===== src/rtl/offset_count_pkg.sv =====
`timescale 1ns/1ps
package offset_count_pkg;

    typedef logic [3:0] bcd_t;

    localparam bcd_t BCD_TOP = 4'd9;

    // per-cycle control bundle seen by the datapath
    typedef struct packed {
        logic reload;
        logic tick;
        logic capture;
    } ctrl_t;

    function automatic logic bcd_is_top(input bcd_t d);
        return d == BCD_TOP;
    endfunction

    function automatic bcd_t bcd_clamp(input bcd_t d);
        return (d > BCD_TOP) ? BCD_TOP : d;
    endfunction

    function automatic bcd_t bcd_next(input bcd_t d);
        return bcd_is_top(d) ? 4'd0 : d + 4'd1;
    endfunction

endpackage


===== src/rtl/bcd_decade.sv =====
`timescale 1ns/1ps
module bcd_decade
    import offset_count_pkg::*;
(
    input  logic clk,
    input  logic rst,
    input  logic load,
    input  bcd_t load_val,
    input  logic step,
    output bcd_t q
);

    bcd_t q_r;

    always_ff @(posedge clk) begin
        if (rst) begin
            q_r <= '0;
        end else if (load) begin
            q_r <= load_val;
        end else if (step) begin
            q_r <= bcd_next(q_r);
        end
    end

    assign q = q_r;

endmodule


===== src/rtl/decade_chain.sv =====
`timescale 1ns/1ps
module decade_chain
    import offset_count_pkg::*;
#(
    parameter int NUM_DIGITS    = 5,
    parameter int PRESCALE_INIT = 5
) (
    input  logic                    clk,
    input  logic                    rst,
    input  logic                    load,
    input  logic                    offset_en,
    input  logic                    tick,
    input  logic [NUM_DIGITS*4-1:0] preset_flat,
    output logic [NUM_DIGITS*4-1:0] count_flat,
    output bcd_t                    pre_q
);

    localparam bcd_t PRE_INIT = bcd_t'(PRESCALE_INIT);

    logic [NUM_DIGITS-1:0] step;
    bcd_t                  pre_val;

    bcd_decade u_prescale (
        .clk      (clk),
        .rst      (rst),
        .load     (load),
        .load_val (PRE_INIT),
        .step     (tick),
        .q        (pre_val)
    );

    // ripple enable: a decade advances when every stage below it wraps
    always_comb begin
        logic run;
        run = tick && bcd_is_top(pre_val);
        for (int i = 0; i < NUM_DIGITS; i++) begin
            step[i] = run;
            run     = run && bcd_is_top(count_flat[i*4 +: 4]);
        end
    end

    for (genvar i = 0; i < NUM_DIGITS; i++) begin : g_digit
        bcd_t lv;
        bcd_t q;
        assign lv = offset_en ? bcd_clamp(preset_flat[i*4 +: 4]) : '0;
        bcd_decade u_dec (
            .clk      (clk),
            .rst      (rst),
            .load     (load),
            .load_val (lv),
            .step     (step[i]),
            .q        (q)
        );
        assign count_flat[i*4 +: 4] = q;
    end

    assign pre_q = pre_val;

endmodule


===== src/rtl/display_latch.sv =====
`timescale 1ns/1ps
module display_latch #(
    parameter int WIDTH = 20
) (
    input  logic             clk,
    input  logic             rst,
    input  logic             capture,
    input  logic [WIDTH-1:0] d,
    output logic [WIDTH-1:0] q
);

    always_ff @(posedge clk) begin
        if (rst) begin
            q <= '0;
        end else if (capture) begin
            q <= d;
        end
    end

endmodule


===== src/rtl/offset_count_reg.sv =====
`timescale 1ns/1ps
module offset_count_reg
    import offset_count_pkg::*;
#(
    parameter int NUM_DIGITS    = 5,
    parameter int PRESCALE_INIT = 5
) (
    input  logic                    clk,
    input  logic                    rst,
    input  logic                    pulse_en,
    input  logic                    gate,
    input  logic                    strobe,
    input  logic                    load,
    input  logic                    offset_en,
    input  logic [NUM_DIGITS*4-1:0] preset_bcd,
    output logic [NUM_DIGITS*4-1:0] disp_bcd
);

    localparam int W = NUM_DIGITS * 4;

    ctrl_t          ctl;
    logic [W-1:0]   count_q;
    bcd_t           pre_q;

    always_comb begin
        ctl.reload  = load;
        ctl.tick    = gate && pulse_en;
        ctl.capture = strobe;
    end

    decade_chain #(
        .NUM_DIGITS    (NUM_DIGITS),
        .PRESCALE_INIT (PRESCALE_INIT)
    ) u_chain (
        .clk         (clk),
        .rst         (rst),
        .load        (ctl.reload),
        .offset_en   (offset_en),
        .tick        (ctl.tick),
        .preset_flat (preset_bcd),
        .count_flat  (count_q),
        .pre_q       (pre_q)
    );

    display_latch #(
        .WIDTH (W)
    ) u_disp (
        .clk     (clk),
        .rst     (rst),
        .capture (ctl.capture),
        .d       (count_q),
        .q       (disp_bcd)
    );

endmodule


===== config.mk =====
export PLATFORM = sky130hd
export DESIGN_NAME = offset_count_reg
export DESIGN_NICKNAME = d
export VERILOG_FILES = /design/src/rtl/offset_count_pkg.sv /design/src/rtl/bcd_decade.sv /design/src/rtl/decade_chain.sv /design/src/rtl/display_latch.sv /design/src/rtl/offset_count_reg.sv
export SDC_FILE = /design/constraint.sdc
export NUM_CORES = 1
export LEC_CHECK = 0
export CAP_MARGIN = 25
export CORE_UTILIZATION = 40
export CTS_CLUSTER_DIAMETER = 40
export DETAILED_ROUTE_END_ITERATION = 8
export DONT_BUFFER_PORTS = 1
export RECOVER_POWER = 100
export SYNTH_ARGS = -nofsm -noshare
export SYNTH_HDL_FRONTEND = slang
export SYNTH_SLANG_ARGS = --single-unit

===== constraint.sdc =====
create_clock -name clk -period 4.8 [get_ports clk]
set_input_delay 0.96 -clock clk [delete_from_list [all_inputs] [get_ports clk]]
set_output_delay 0.96 -clock clk [all_outputs]
set_load 0.005 [all_outputs]

**Word level (Yosys, flattened, before mapping)**

Cells that the tools add are included.

- Add/sub/neg operators: 6
- $lt $le $gt $ge: 5
- Equal/unequal tests: 6
- Mux-type cells: 28
- Reductions and logical operators: 13

Operator list:

| operator | count |
|---|---|
| 4-bit 2-to-1 mux | 26 |
| 4-bit by 1-bit adder with 4-bit output, second input constant | 6 |
| 4-bit == test, second input constant | 6 |
| 4-bit > comparator, second input constant | 5 |
| 2-bit nonzero test | 6 |
| 1-bit logical AND | 6 |
| 3-bit 2-to-1 mux | 2 |
| 2-bit OR reduction | 1 |

- Register bits after elaboration: 44
- Input bits: 27
- Output and inout port bits: 20
- Word-level logic and storage cells: 66

**Longest topological paths before layout**

- Depth in word-level cells: 8
- Mapped depth: 6
- Gate-level depth less buffers: 5

**Modules after synthesis**

A second synthesis with hierarchy kept.

- Cell total of the unflattened synthesis: 266
- Area total of the unflattened synthesis: 2494.9 sq um

Modules (own cells, without submodules):

| module | instances | cells an instance | area an instance (sq um) | seq. area each (sq um) |
|---|---|---|---|---|
| bcd_decade | 6 | 27 | 241.5 | 80.1 |
| display_latch | 1 | 64 | 705.7 | 400.4 |
| decade_chain | 1 | 39 | 334.1 | 0.0 |
| offset_count_reg | 1 | 1 | 6.3 | 0.0 |

**Worst setup path after synthesis**

OpenSTA, ideal clock, no wires.

- Kind: input port to flip-flop
- Start point: input gate
- End point: register u_chain.g_digit[3].u_dec.q_r[1]
- Library setup time: 70 ps
- Arrival: 2109 ps
- Data required time: 4730 ps
- Path slack: 2621 ps
- Stages: 5
- Path buffers: 0
- Cell sequence: nand3_1 > nor4_4 > nor2_2 > or3_1 > a21oi_1

- Longest elaborated chain between the ends: 6

Ends and longest elaborated chain:

| element | RTL line | source |
|---|---|---|
| start: declaration | offset_count_reg.sv:11 | `input logic gate,` |
| 1-bit logical AND | offset_count_reg.sv:27 | `ctl.tick = gate && pulse_en;` |
| 1-bit logical AND | decade_chain.sv:35 | `run = tick && bcd_is_top(pre_val);` |
| 1-bit logical AND (3 in series) | decade_chain.sv:38 | `run = run && bcd_is_top(count_flat[i*4 +: 4]);` |
| 2-bit nonzero test (no line) | -- |  |
| end signal: assignment | bcd_decade.sv:19 | `q_r <= load_val;` |
| end signal: assignment | bcd_decade.sv:21 | `q_r <= bcd_next(q_r);` |
| end: declaration | bcd_decade.sv:13 | `bcd_t q_r;` |

No other way between the ends.
A chain may end at the register's enable or synchronous reset.

**Worst setup path after layout**

- Start point: input gate
- End point: register u_chain.g_digit[4].u_dec.q_r[3]

- Longest elaborated chain between the ends: 7

Ends and longest elaborated chain:

| element | RTL line |
|---|---|
| 1-bit logical AND | offset_count_reg.sv:27 |
| 1-bit logical AND | decade_chain.sv:35 |
| 1-bit logical AND (4 in series) | decade_chain.sv:38 |
| 2-bit nonzero test (no line) | -- |
| end signal: assignment | bcd_decade.sv:19 |
| end signal: assignment | bcd_decade.sv:21 |
| end: declaration | bcd_decade.sv:13 |

No other way between the ends.

==> implementation parameters <==
Parameter                              Value

Status
  Run status ... completed

Yosys
  Most frequent cell after synthesis ... sky130_fd_sc_hd__dfxtp_1
  Predominant post-synthesis flop cell ... sky130_fd_sc_hd__dfxtp_1
  Number of distinct library cell variants in the gate-level netlist after synthesis ... 49
  Ranking of synthesized cells by area ... sky130_fd_sc_hd__dfxtp_1 39%, sky130_fd_sc_hd__mux2i_1 9.6%, sky130_fd_sc_hd__a21oi_1 5.9%
  Ys async rst share ... 0%
  Net count of the mapped netlist ... 297
  Number of instances in the synthesized netlist ... 270
  Mean cell area of the mapped netlist ... 8.46 µm²
  Seq/Total Area, Yosys ... 38.6%
  Synth Register Bits ... 44
  Post-synth design cell area ... 0.00228 mm²
  Number of warnings reported in the yosys synthesis log ... 0
  Cell types with the highest counts after synthesis ... 44 x sky130_fd_sc_hd__dfxtp_1, 35 x sky130_fd_sc_hd__nor2_1, 27 x sky130_fd_sc_hd__a21oi_1
  Area share of the leading cell type in the synthesized netlist ... 38.6%
  Cell taking the most area after synthesis ... sky130_fd_sc_hd__dfxtp_1
  Number of flops mapped to enable cells by yosys ... 0

Clocking
  Deepest level of the CTS H-tree ... 2
  Number of CTS-inserted buffers ... 5
  Max Root-Sink Buffers ... 2
  Number of sinks on the clock net ... 44
  Post-cts repair resize count ... 0
  Clock tree from TritonCTS ... built
  Clk Latency, worst-skew pair ... 0.29 ns
  Number of buffers inserted by post-CTS setup repair ... 0
  CTS clk-pin slew, worst paths ... 0.08 ns
  Post-CTS Hold Fix Bufs ... 0
  Cell at the root of the clock tree ... sky130_fd_sc_hd__clkbuf_8

Min path
  Classification of the worst-slack hold path ... reg -> reg
  Worst Min Path Start ... u_disp.q[16]
  Instance count along the most critical hold path ... 2
  Worst-case hold path end point ... u_disp.q[16]

GRT
  Via count of the first global-routing pass ... 1833
  Number of antenna violations at the first check in global routing ... 0
  Wire length of the first global-routing pass ... 9210 µm
  GRT Overall Usage ... 19.4%
  Total overflow reported by the global router ... 0
  Met2 global-route usage ... 29.0%
  Met1 GRT Util ... 27.4%
  Met3 track demand over resource in global routing ... 5.06%
  Maximum number of pins on one net before global-route repair ... 44
  Highest-utilization routing layer at the global route stage ... met2

Floorplanning
  Core region area ... 0.00551 mm²
  Area of the die ... 0.00601 mm²
  Initial core utilization ... 41.5%
  Chip Height ... 77.6 µm
  Horizontal die dimension ... 77.6 µm
  Number of cell rows ... 27
  Number of primary I/O pins ... 47

Power and ir drop
  Power density of the placed cells ... 283 mW/mm²
  Share of power burned in combinational logic ... 6.8%
  Pint ... 0.515 mW
  Total net switching power ... 0.159 mW
  Flop pwr share ... 57.9%
  Leakage power total ... 0.908 nW
  Clk pwr share ... 35.3%
  Switching Fraction ... 23.6%
  Worst IR Drop VDD ... 0.177 mV

Worst setup path
  CP Depth ... 5
  Crit Path Class ... in -> reg
  Kind of end point of the critical path ... flop
  Crit path largest cell delay ... 1.04 ns
  Data required time of the critical path ... 5.04 ns
  Critical-path cell list ... nand3_1 -> nor4_1 -> a31oi_1 -> nor3_1 -> o22a_1
  Path depth of the worst reg2reg path ... 5
  Largest delay contributor family on the critical path ... simple AND/OR/NAND/NOR gates
  Worst reg-to-reg setup slack ... 2.37 ns
  Crit path launch type ... input pin
  Cell at the slowest stage of the critical path ... sky130_fd_sc_hd__nor4_1
  Maximum fanout encountered on the critical timing path ... 6
  Arrival @ worst endpoint ... 2.76 ns
  Worst reg2reg path startpoint ... u_chain.g_digit[1].u_dec.q[0]
  CP bufs+invs ... 0
  Critical R2R Capture ... u_chain.g_digit[4].u_dec.q[3]

Drt
  Final routed wire length divided by cell count ... 16.4 µm
  Post-DRT Antenna Nets ... 0
  1st-pass router iterations ... 4
  Average via count per standard cell ... 5.78
  DRC violation count after routing ... 0
  Final wirelength ... 5510 µm
  Violation count after the first detailed-routing iteration ... 117
  Routed vias ... 1937

STA
  Max Clock Skew ... 0.00500 ns
  RSZ-0062 raised after global routing ... false
  Accumulated negative setup slack ... 0 ns
  Relative max-transition margin ... 20.5%
  Hold Violations, Final ... 0
  Final slew viol count ... 0
  Actual slew at the worst max-slew pin ... 1.18 ns
  Peak clock frequency supported by timing ... 0.398 GHz
  Minimum period implied by the final worst setup slack ... 2.51 ns
  Number of endpoints failing setup at the final stage ... 0
  Worst hold-check slack ... 0.523 ns
  Period Utilization, post-route ... 52.4%

Flow run
  Max-cap check violation count ... 0

Finish
  Fraction of layout instances using a drive strength above 1 ... 4.94%
  Nets@finish ... 289
  Fill cell count ... 542
  Area growth from synthesis to layout ... 4.27%
  Antenna Diode Count ... 0

Placement
  PortBufs ... 0
  Post-detailed-placement half-perimeter wirelength ... 3780 µm
  GPL Wtd Cong ... 0.798
[layer usage]
metal	routed length [µm]	vias to the layer above
met5	0	-
li1	-	972
met1	2680	901
met4	53	0
met3	411	7
met2	2360	57
[state kept, by name (all words and copies together) (netlist names)]
signal	count
u_disp.q	20
u_chain.g_digit.u_dec.q	20
u_chain.u_prescale.q	4
[cells in the final DEF (no fill, tap or decap), types with 3 or more instances in the layout]
cell type | netlist | final
sky130_fd_sc_hd__dfxtp_1 | 44 | 44
sky130_fd_sc_hd__and3_1 | 5 | 5
sky130_fd_sc_hd__nor3b_1 | 3 | 3
sky130_fd_sc_hd__a21o_1 | 3 | 3
sky130_fd_sc_hd__a32oi_1 | 3 | 3
sky130_fd_sc_hd__a31oi_1 | 3 | 3
sky130_fd_sc_hd__xor2_1 | 5 | 5
sky130_fd_sc_hd__nand4_1 | 3 | 3
sky130_fd_sc_hd__inv_1 | 4 | 4
sky130_fd_sc_hd__nand2b_1 | 3 | 3
sky130_fd_sc_hd__o21a_1 | 4 | 4
sky130_fd_sc_hd__nand3_1 | 13 | 13
sky130_fd_sc_hd__o21ai_0 | 10 | 10
sky130_fd_sc_hd__nor2b_1 | 7 | 7
sky130_fd_sc_hd__a21oi_1 | 27 | 27
sky130_fd_sc_hd__nor3_1 | 7 | 7
sky130_fd_sc_hd__and4bb_2 | 3 | 3
sky130_fd_sc_hd__nor4b_1 | 3 | 3
sky130_fd_sc_hd__clkbuf_8 | 0 | 6
sky130_fd_sc_hd__nor2_1 | 35 | 36
sky130_fd_sc_hd__mux2i_1 | 22 | 22
sky130_fd_sc_hd__nand2_1 | 13 | 13
sky130_fd_sc_hd__a211oi_1 | 2 | 3
[power by group through the flow]
stage | clock network (mW) | registers, mW | logic [mW]
4_1_cts | 0.249 | 0.390 | 0.0465
3_5_place_dp | 0 | 0.399 | 0.0461
2_1_floorplan | 0 | 0.393 | 0.0535
6_report | 0.238 | 0.390 | 0.0456
5_1_grt | 0.269 | 0.393 | 0.0518
3_3_place_gp | 0 | 0.399 | 0.0459
[cell type report]
type | instances | area (µm²) | share of cell area [%]
clock inverter | 2 | 10.0 | 0.420
multi-input combinational | 207 | 1300 | 54.7
tap | 72 | 90.1 | 3.78
inverter | 4 | 15.0 | 0.631
clock buffer | 6 | 82.6 | 3.47
sequential | 44 | 881 | 37.0
[per-stage QoR]
stage | cells | setup slack, ns | power (mW) | cell area [µm²] | utilization [%]
5_1_grt | 335 | 2.17 | 0.713 | 2380 | 43.2
3_5_place_dp | 327 | 2.42 | 0.445 | 2320 | 42.1
6_report | 335 | 2.29 | 0.674 | 2380 | 43.2
2_1_floorplan | 270 | 2.62 | 0.446 | 2280 | -
3_3_place_gp | 327 | 2.44 | 0.444 | 2320 | 42.1
4_1_cts | 335 | 2.72 | 0.685 | 2410 | 43.7
[kinds of logic after synthesis]
| kind of cell | share of synthesized area (%) |
|---|---|
| buf+inv | 3.18 |
| mux | 9.64 |
| xor+xnor | 2.68 |
| compound gates | 18.6 |
| simple gates | 27.3 |
| flops | 38.6 |
[how the worst max path moves through the flow]
stage | start | end | slack [ns]
global placement | gate | u_chain.g_digit[3].u_dec.q[1] | 2.44
detailed placement | gate | u_chain.g_digit[3].u_dec.q[1] | 2.42
CTS | gate | u_chain.g_digit[3].u_dec.q[1] | 2.72
floorplan | gate | u_chain.g_digit[3].u_dec.q[1] | 2.62
global route | gate | u_chain.g_digit[2].u_dec.q[3] | 2.17
finish | gate | u_chain.g_digit[4].u_dec.q[3] | 2.29
[worst reg2reg max path, stage by stage (launching register included)]
cell                        delay (ns)
sky130_fd_sc_hd__dfxtp_1          0.46
sky130_fd_sc_hd__nand4bb_1        0.30
sky130_fd_sc_hd__nor4_1           1.03
sky130_fd_sc_hd__a31oi_1          0.22
sky130_fd_sc_hd__nor3_1           0.22
sky130_fd_sc_hd__o22a_1           0.15
(Power assumes the default switching activity.)
